===== config.mk =====
export PLATFORM = sky130hd
export DESIGN_NAME = rn_rename_table
export DESIGN_NICKNAME = d
export VERILOG_FILES = /design/src/rtl/rn_pkg.sv /design/src/rtl/rn_free_fifo.sv /design/src/rtl/rn_map_table.sv /design/src/rtl/rn_rename_table.sv
export SDC_FILE = /design/constraint.sdc
export NUM_CORES = 1
export LEC_CHECK = 0
export ABC_AREA = 1
export CAP_MARGIN = 20
export CORE_ASPECT_RATIO = 0.5
export CORE_UTILIZATION = 50
export DETAILED_ROUTE_END_ITERATION = 10
export PLACE_DENSITY = 0.66
export RECOVER_POWER = 100
export SLEW_MARGIN = 0
export SYNTH_ARGS = -nofsm -noshare
export SYNTH_HDL_FRONTEND = slang
export SYNTH_HIERARCHICAL = 1
export SYNTH_SLANG_ARGS = --single-unit

===== constraint.sdc =====
create_clock -name clk -period 9.3 [get_ports clk]
set_input_delay 0.93 -clock clk [delete_from_list [all_inputs] [get_ports clk]]
set_output_delay 0.93 -clock clk [all_outputs]
set_load 0.02 [all_outputs]

===== src/rtl/rn_pkg.sv =====
package rn_pkg;
  typedef enum logic [2:0] {
    RC_INT  = 3'd0,
    RC_FP   = 3'd1,
    RC_VEC  = 3'd2,
    RC_ELEM = 3'd3,
    RC_PRED = 3'd4,
    RC_CC   = 3'd5,
    RC_CTRL = 3'd6,
    RC_BAD  = 3'd7
  } rclass_e;

  localparam int NREN = 6;

  // Class is usable on a port under the given vector mode
  function automatic logic cls_legal(input logic [2:0] cls, input logic mode);
    case (cls)
      3'd0, 3'd1, 3'd4, 3'd5, 3'd6: cls_legal = 1'b1;
      3'd2:                         cls_legal = ~mode;
      3'd3:                         cls_legal = mode;
      default:                      cls_legal = 1'b0;
    endcase
  endfunction
endpackage


===== src/rtl/rn_free_fifo.sv =====
module rn_free_fifo #(
  parameter int ARCH_REGS = 8,
  parameter int PHYS_REGS = 16,
  localparam int PW = $clog2(PHYS_REGS),
  localparam int CW = $clog2(PHYS_REGS + 1)
) (
  input  logic          clk,
  input  logic          rst,
  input  logic          pop,
  input  logic          push,
  input  logic [PW-1:0] push_idx,
  output logic [PW-1:0] head,
  output logic [CW-1:0] count,
  output logic          empty
);
  localparam int DEPTH = PHYS_REGS;
  localparam int FREE0 = PHYS_REGS - ARCH_REGS;

  logic [PW-1:0] mem [DEPTH];
  logic [PW-1:0] rd_ptr, wr_ptr;
  logic          push_ok;

  assign empty   = (count == '0);
  assign head    = mem[rd_ptr];
  assign push_ok = push && ((count != CW'(DEPTH)) || pop);

  always_ff @(posedge clk) begin
    if (rst) begin
      for (int i = 0; i < DEPTH; i++)
        mem[i] <= (i < FREE0) ? PW'(i + ARCH_REGS) : '0;
    end else if (push_ok) begin
      mem[wr_ptr] <= push_idx;
    end
  end

  always_ff @(posedge clk) begin
    if (rst) begin
      rd_ptr <= '0;
      wr_ptr <= PW'(FREE0);
      count  <= CW'(FREE0);
    end else begin
      if (pop)     rd_ptr <= rd_ptr + 1'b1;
      if (push_ok) wr_ptr <= wr_ptr + 1'b1;
      count <= count + CW'(push_ok) - CW'(pop);
    end
  end


  no_pop_empty_chk: assert property (@(posedge clk) disable iff (rst)
    pop |-> !empty);

  push_pop_level_chk: assert property (@(posedge clk) disable iff (rst)
    (pop && push) |=> $stable(count));

  pop_dec_chk: assert property (@(posedge clk) disable iff (rst)
    (pop && !push) |=> (count == $past(count) - 1'b1));
endmodule


===== src/rtl/rn_map_table.sv =====
module rn_map_table #(
  parameter int ARCH_REGS = 8,
  parameter int PHYS_REGS = 16,
  localparam int AW = $clog2(ARCH_REGS),
  localparam int PW = $clog2(PHYS_REGS)
) (
  input  logic          clk,
  input  logic          rst,
  input  logic [AW-1:0] ra_idx,
  output logic [PW-1:0] ra_data,
  input  logic [AW-1:0] rb_idx,
  output logic [PW-1:0] rb_data,
  input  logic          wa_en,
  input  logic [AW-1:0] wa_idx,
  input  logic [PW-1:0] wa_data,
  input  logic          wb_en,
  input  logic [AW-1:0] wb_idx,
  input  logic [PW-1:0] wb_data
);
  logic [PW-1:0] mem [ARCH_REGS];

  assign ra_data = mem[ra_idx];
  assign rb_data = mem[rb_idx];

  // Write port B (commit/squash) is applied last and so wins a collision
  always_ff @(posedge clk) begin
    if (rst) begin
      for (int i = 0; i < ARCH_REGS; i++) mem[i] <= PW'(i);
    end else begin
      if (wa_en) mem[wa_idx] <= wa_data;
      if (wb_en) mem[wb_idx] <= wb_data;
    end
  end


  rename_lands_chk: assert property (@(posedge clk) disable iff (rst)
    (wa_en && !(wb_en && wb_idx == wa_idx)) |=> (mem[$past(wa_idx)] == $past(wa_data)));

  write_wins_chk: assert property (@(posedge clk) disable iff (rst)
    wb_en |=> (mem[$past(wb_idx)] == $past(wb_data)));
endmodule


===== src/rtl/rn_rename_table.sv =====
module rn_rename_table
  import rn_pkg::*;
#(
  parameter int ARCH_REGS = 8,
  parameter int PHYS_REGS = 16,
  localparam int AW = $clog2(ARCH_REGS),
  localparam int PW = $clog2(PHYS_REGS),
  localparam int TW = PW + 3,
  localparam int CW = $clog2(PHYS_REGS + 1)
) (
  input  logic             clk,
  input  logic             rst,
  input  logic             vec_mode,
  input  logic             ren_valid,
  input  logic [2:0]       ren_class,
  input  logic [AW-1:0]    ren_idx,
  output logic             ren_ready,
  output logic [TW-1:0]    ren_new_tag,
  output logic [TW-1:0]    ren_old_tag,
  output logic             ren_err,
  input  logic [2:0]       lk_class,
  input  logic [AW-1:0]    lk_idx,
  output logic [TW-1:0]    lk_tag,
  output logic             lk_err,
  input  logic             wr_valid,
  input  logic [2:0]       wr_class,
  input  logic [AW-1:0]    wr_idx,
  input  logic [TW-1:0]    wr_tag,
  output logic             wr_err,
  input  logic             rel_valid,
  input  logic [TW-1:0]    rel_tag,
  input  logic [6*CW-1:0]  bundle_need,
  output logic             bundle_ok,
  output logic [6*CW-1:0]  free_cnt,
  output logic [CW-1:0]    free_min
);
  logic [PW-1:0] head_v [NREN];
  logic [CW-1:0] cnt_v  [NREN];
  logic [NREN-1:0] empty_v;
  logic [PW-1:0] ren_rd_v [NREN];
  logic [PW-1:0] lk_rd_v  [NREN];
  logic [NREN-1:0] pop_v, push_v, wr_en_v;

  logic ren_legal, ren_is_ctrl, ren_fire;
  logic wr_ok;
  logic [2:0] rel_cls;
  logic [PW-1:0] ren_fix, lk_fix, wr_fix;

  assign ren_fix = PW'(ren_idx);
  assign lk_fix  = PW'(lk_idx);
  assign wr_fix  = PW'(wr_idx);

  // Rename admission
  assign ren_legal   = cls_legal(ren_class, vec_mode);
  assign ren_is_ctrl = (ren_class == RC_CTRL);
  assign ren_err     = ren_valid && !ren_legal;

  always_comb begin
    ren_ready   = 1'b0;
    ren_new_tag = '0;
    ren_old_tag = '0;
    if (ren_legal) begin
      if (ren_is_ctrl) begin
        ren_ready   = 1'b1;
        ren_new_tag = {RC_CTRL, ren_fix};
        ren_old_tag = {RC_CTRL, ren_fix};
      end else begin
        for (int c = 0; c < NREN; c++) begin
          if (ren_class == 3'(c)) begin
            ren_ready   = !empty_v[c];
            ren_new_tag = {3'(c), head_v[c]};
            ren_old_tag = {3'(c), ren_rd_v[c]};
          end
        end
      end
    end
  end

  assign ren_fire = ren_valid && ren_ready && !ren_is_ctrl;

  // Lookup
  assign lk_err = !cls_legal(lk_class, vec_mode);

  always_comb begin
    lk_tag = '0;
    if (!lk_err) begin
      if (lk_class == RC_CTRL) begin
        lk_tag = {RC_CTRL, lk_fix};
      end else begin
        for (int c = 0; c < NREN; c++)
          if (lk_class == 3'(c)) lk_tag = {3'(c), lk_rd_v[c]};
      end
    end
  end

  // Direct write (commit / squash)
  always_comb begin
    wr_ok = cls_legal(wr_class, vec_mode) && (wr_tag[TW-1:PW] == wr_class);
    if (wr_class == RC_CTRL) wr_ok = wr_ok && (wr_tag[PW-1:0] == wr_fix);
  end
  assign wr_err = wr_valid && !wr_ok;

  assign rel_cls = rel_tag[TW-1:PW];

  for (genvar c = 0; c < NREN; c++) begin : g_cls
    assign pop_v[c]   = ren_fire && (ren_class == 3'(c));
    assign push_v[c]  = rel_valid && (rel_cls == 3'(c));
    assign wr_en_v[c] = wr_valid && wr_ok && (wr_class == 3'(c));

    rn_free_fifo #(.ARCH_REGS(ARCH_REGS), .PHYS_REGS(PHYS_REGS)) u_free (
      .clk      (clk),
      .rst      (rst),
      .pop      (pop_v[c]),
      .push     (push_v[c]),
      .push_idx (rel_tag[PW-1:0]),
      .head     (head_v[c]),
      .count    (cnt_v[c]),
      .empty    (empty_v[c])
    );

    rn_map_table #(.ARCH_REGS(ARCH_REGS), .PHYS_REGS(PHYS_REGS)) u_map (
      .clk     (clk),
      .rst     (rst),
      .ra_idx  (ren_idx),
      .ra_data (ren_rd_v[c]),
      .rb_idx  (lk_idx),
      .rb_data (lk_rd_v[c]),
      .wa_en   (pop_v[c]),
      .wa_idx  (ren_idx),
      .wa_data (head_v[c]),
      .wb_en   (wr_en_v[c]),
      .wb_idx  (wr_idx),
      .wb_data (wr_tag[PW-1:0])
    );

    assign free_cnt[c*CW +: CW] = cnt_v[c];
  end

  // Aggregate free count and bundle admission
  always_comb begin
    logic [CW-1:0] vterm;
    vterm    = vec_mode ? cnt_v[RC_ELEM] : cnt_v[RC_VEC];
    free_min = vterm;
    if (cnt_v[RC_INT]  < free_min) free_min = cnt_v[RC_INT];
    if (cnt_v[RC_FP]   < free_min) free_min = cnt_v[RC_FP];
    if (cnt_v[RC_PRED] < free_min) free_min = cnt_v[RC_PRED];
    if (cnt_v[RC_CC]   < free_min) free_min = cnt_v[RC_CC];
  end

  always_comb begin
    bundle_ok = 1'b1;
    for (int c = 0; c < NREN; c++)
      if (bundle_need[c*CW +: CW] > cnt_v[c]) bundle_ok = 1'b0;
  end


  ctrl_passthru_chk: assert property (@(posedge clk) disable iff (rst)
    (ren_valid && ren_class == RC_CTRL) |-> (ren_ready && ren_new_tag == ren_old_tag));

  bad_class_chk: assert property (@(posedge clk) disable iff (rst)
    (ren_valid && ren_class == RC_BAD) |-> (ren_err && !ren_ready));

  min_bound_chk: assert property (@(posedge clk) disable iff (rst)
    (free_min <= cnt_v[RC_INT]) && (free_min <= cnt_v[RC_CC]));

  bundle_int_chk: assert property (@(posedge clk) disable iff (rst)
    bundle_ok |-> (bundle_need[CW-1:0] <= cnt_v[RC_INT]));

  mode_block_chk: assert property (@(posedge clk) disable iff (rst)
    (ren_valid && ren_err) |=> $stable(free_cnt));
endmodule


==> summary.md <==
| Metric | Value |
|---|---|
| EDFF count, synth | 576 |
| Fillers | ~8000 |
| VDD IR max | 0.000217 V |
| Drt pass-1 iters | 7 |
| DR vias/cell | 5.37 |
| Switching Share | 31.9% |
| Clock skew | 28.4 ps |
| Largest fanout on the critical path | 13 |
| CP endpoint kind | output port |
| Die height | 209 um |
| DIE AREA | 0.0869 sq mm |
| RSZ-0062 raised after global routing | false |
| Mapped Cells | 5883 |
| Hold buffers post-CTS | 0 |
| Yosys reg bits | 678 |
| Core area | approximately 0.084 sq mm |
| Hold Crit Start | g_cls[3].u_free/rd_ptr[3] |
| CTS sink cnt | slightly below 700 |
| Global-route wire length before repair | 192 mm |
| FP Rows | 75 |
| Initial core utilization | a little over 50% |
| Flop2flop setup slack | ~2800 ps |
| Final min period | between 8000 and 9000 ps |
| Post-DRT Antenna Nets | 0 |
| Post-CTS setup repair buffer count | 0 |
| GR Overflow Total | 0 |
| H-tree Lvls | 3 |
| Clk Latency, worst-skew pair | 670 ps |
| Leading area contributor after synthesis | edfxtp_1 |
| Final Hold Viols | 0 |
| Syn_nets | 6065 |
| Dpl hpwl | 86.4 mm |
| Final total negative setup slack | 0 ps |
| NetSw | 2540 uW |
| Internal Pwr Total | 5420 uW |
| Area grow syn2layout | 8.21% |
| Setup violators final | 0 |
| CTS-repair resized insts | 0 |
| Share of cells above drive strength 1 | approximately 5.2% |
| Chip width | 416 um |
| Io pins | roughly 130 |
| Share of the synthesized area in the top cell type | 40.4% |
| Crit path DAT | 7510 ps |
| Hold WC Path Type | register to register |
| Root Buffer | clkbuf_16 |
| Max transition margin | -110% |
| Wirelength per Cell | 17.4 um |
| Synthesized area | 0.0428 sq mm |
| Violated checks | max-capacitance violations, max-slew violations |
| Pwr Density | ~170 mW/mm^2 |
| Synth area leaders | edfxtp_1, nand2_1, nand3_1 |
| Max Fclk | 118 MHz |
| Power, Total | between 7000 and 8000 uW |
| Slew Limit Fails | 319 |
| WHS Path Cells | 1 |
| Max_cap viols | 8 |
| Unique masters post-synth | 52 |
| Main flop type after synthesis | edfxtp_1 |
| WS Path Type | input pin to output port |
| Combinational share of power | 22.4% |
| Initial DRC count | 3587 |
| Reg power frac | 43.3% |
| Largest net degree at the start of global routing | 65 |
| Total number of vias | 38000 |
| Reg clk slew, reported paths | 60 ps |
| DRC viols | 0 |
| TritonCTS clock tree | yes |
| Worst R2R Path Depth | 18 |
| Clock Power Share | between 30 and 40% |
| Period utilisation layout | 90.8% |
| Status | finished, violations left |
| FF-to-FF Start | g_cls[1].u_free/count[3] |
| Final core occ | between 50 and 60% |
| Slew @ Worst Pin | 3150 ps |
| Sequential element share of the synthesized area | 45.2% |
| Avg Cell Area, Syn | 7.28 sq um |
| Warnings from Yosys | 6 |
| Required time of the critical path | ~8400 ps |
| Leakage | 0.0224 uW |
| Initial antenna violation count | 2 |
| Nature of the critical path startpoint | input pin |
| Routed WL | 123 mm |
| Num CTS Buffers | 66 |
| Gr usage total | ~28% |
| Seq. cell area | 0.0193 sq mm |
| Critical Path Max Stage Delay | 1000 ps |
| Critical Path Start | vec_mode |
| R2r endpoint | g_cls[2].u_free/mem[15][3] |
| Number of global-route vias before repair | ~36000 |
| PortBufs | between 100 and 150 |
| Slowest cell on crit path | dlygate4sd3_1 |
| Number of nets in the layout | 6081 |
| Async SR Flop Fraction | 0% |
| Multi-input gate area | ~0.018 sq mm |
| Placer Congestion | 0.947 |
| CTS max path bufs | 3 |
## critical path, delay by kind of cell
family / cells / cell delay (ps)
and+or+nand+nor: 9 / 970
buffers and inverters: 4 / 1830
adders and majority gates: 4 / 1240
AOI/OAI and AO/OA: 9 / 2510
## layer usage
| metal | global-route usage, % | vias to the layer above | wire (um) |
|---|---|---|---|
| li1 | - | 18500 | - |
| met1 | 37.1 | 17700 | 51900 |
| met3 | 4.61 | 257 | 10100 |
| met5 | 0 | - | 0 |
| met4 | 10.5 | 0 | 4010 |
| met2 | 46.2 | 1543 | 56900 |
## cell usage in the layout, fill, tap and decap left out, drive strengths merged, types with 64 or more instances in the layout
cell type,synthesis,final
clkbuf,65,97
edfxtp,576,576
nor2,655,655
clkdlybuf4s50,0,64
nand3,857,857
ha,108,108
dfxtp,102,102
nand2,2191,2191
clkinv,48,75
inv,920,922
## power groups by stage
stage                     Sequential [uW]  Clock, uW  Combinational, uW
after floorplan                      3510          0               1220
after global placement               3510          0               1780
after detailed placement             3520          0               1810
after CTS                            3450       2780               1820
after global routing                 3450       2900               1960
final                                3450       2730               1780
## registers in the layout, summed over array words and instances (netlist names), named ones only
signal and cells:
g_cls.u_free/count 30, g_cls.u_map/mem 192, g_cls.u_free/mem 384, g_cls.u_free/rd_ptr 24, g_cls.u_free/wr_ptr 24
## worst max-delay path by stage
stage | endpoint | cells after the start | slack, ps
2_1_floorplan | free_min[0] | 25 | 3130
3_3_place_gp | free_min[2] | 26 | 1170
3_5_place_dp | free_min[3] | 26 | 1090
4_1_cts | free_min[3] | 26 | 1060
5_1_grt | free_min[3] | 26 | 280
6_report | free_min[1] | 26 | 860
## stage by stage
stage	instance area, sq um	hold slack, ps	cells	setup slack [ps]
2_1_floorplan	42800	412	5883	3130
3_3_place_gp	44600	425	6947	1170
3_5_place_dp	44600	433	6947	1090
4_1_cts	46800	442	7068	1060
5_1_grt	46300	469	7069	278
6_report	46300	442	7069	857
## area by class of cell
| cell class | count | share of cell area, % |
|---|---|---|
| inverter | 968 | 7.97 |
| antenna | 1 | 0.00540 |
| clock buffer | 87 | 3.91 |
| multi-input combinational | 4024 | 39.4 |
| timing repair buffer | 161 | 3.14 |
| clock inverter | 34 | 0.791 |
| sequential | 678 | 41.7 |
| tap | 1116 | 3.01 |
## kinds of logic after synthesis
family | Yosys count | synth area share, %
and+or+nand+nor | 3741 | 37.8
buffers and inverters | 1181 | 11.3
DFF | 678 | 45.2
AOI/OAI and AO/OA | 157 | 2.15
adders and majority gates | 114 | 3.44
xor gates and xnor gates | 12 | 0.245
## cell usage after synthesis (all sizes together) (2+ instances only)
| library cell | n |
|---|---|
| o21ai | 56 |
| a22oi | 2 |
| o211ai | 9 |
| nor3 | 24 |
| clkinv | 48 |
| edfxtp | 576 |
| a21oi | 62 |
| o21bai | 3 |
| xor2 | 10 |
| nor4 | 3 |
| a32oi | 2 |
| nand4 | 9 |
| inv | 920 |
| a221oi | 7 |
| a31oi | 3 |
| o22ai | 2 |
| nand2 | 2191 |
| nor2 | 655 |
| ha | 108 |
| fa | 6 |
| a311oi | 3 |
| xnor2 | 2 |
| clkbuf | 65 |
| dfxtp | 102 |
| buf | 148 |
| o2bb2ai | 2 |
| nand3 | 857 |
| o21a | 2 |
No activity file was read; power rests on OpenSTA's default activity.
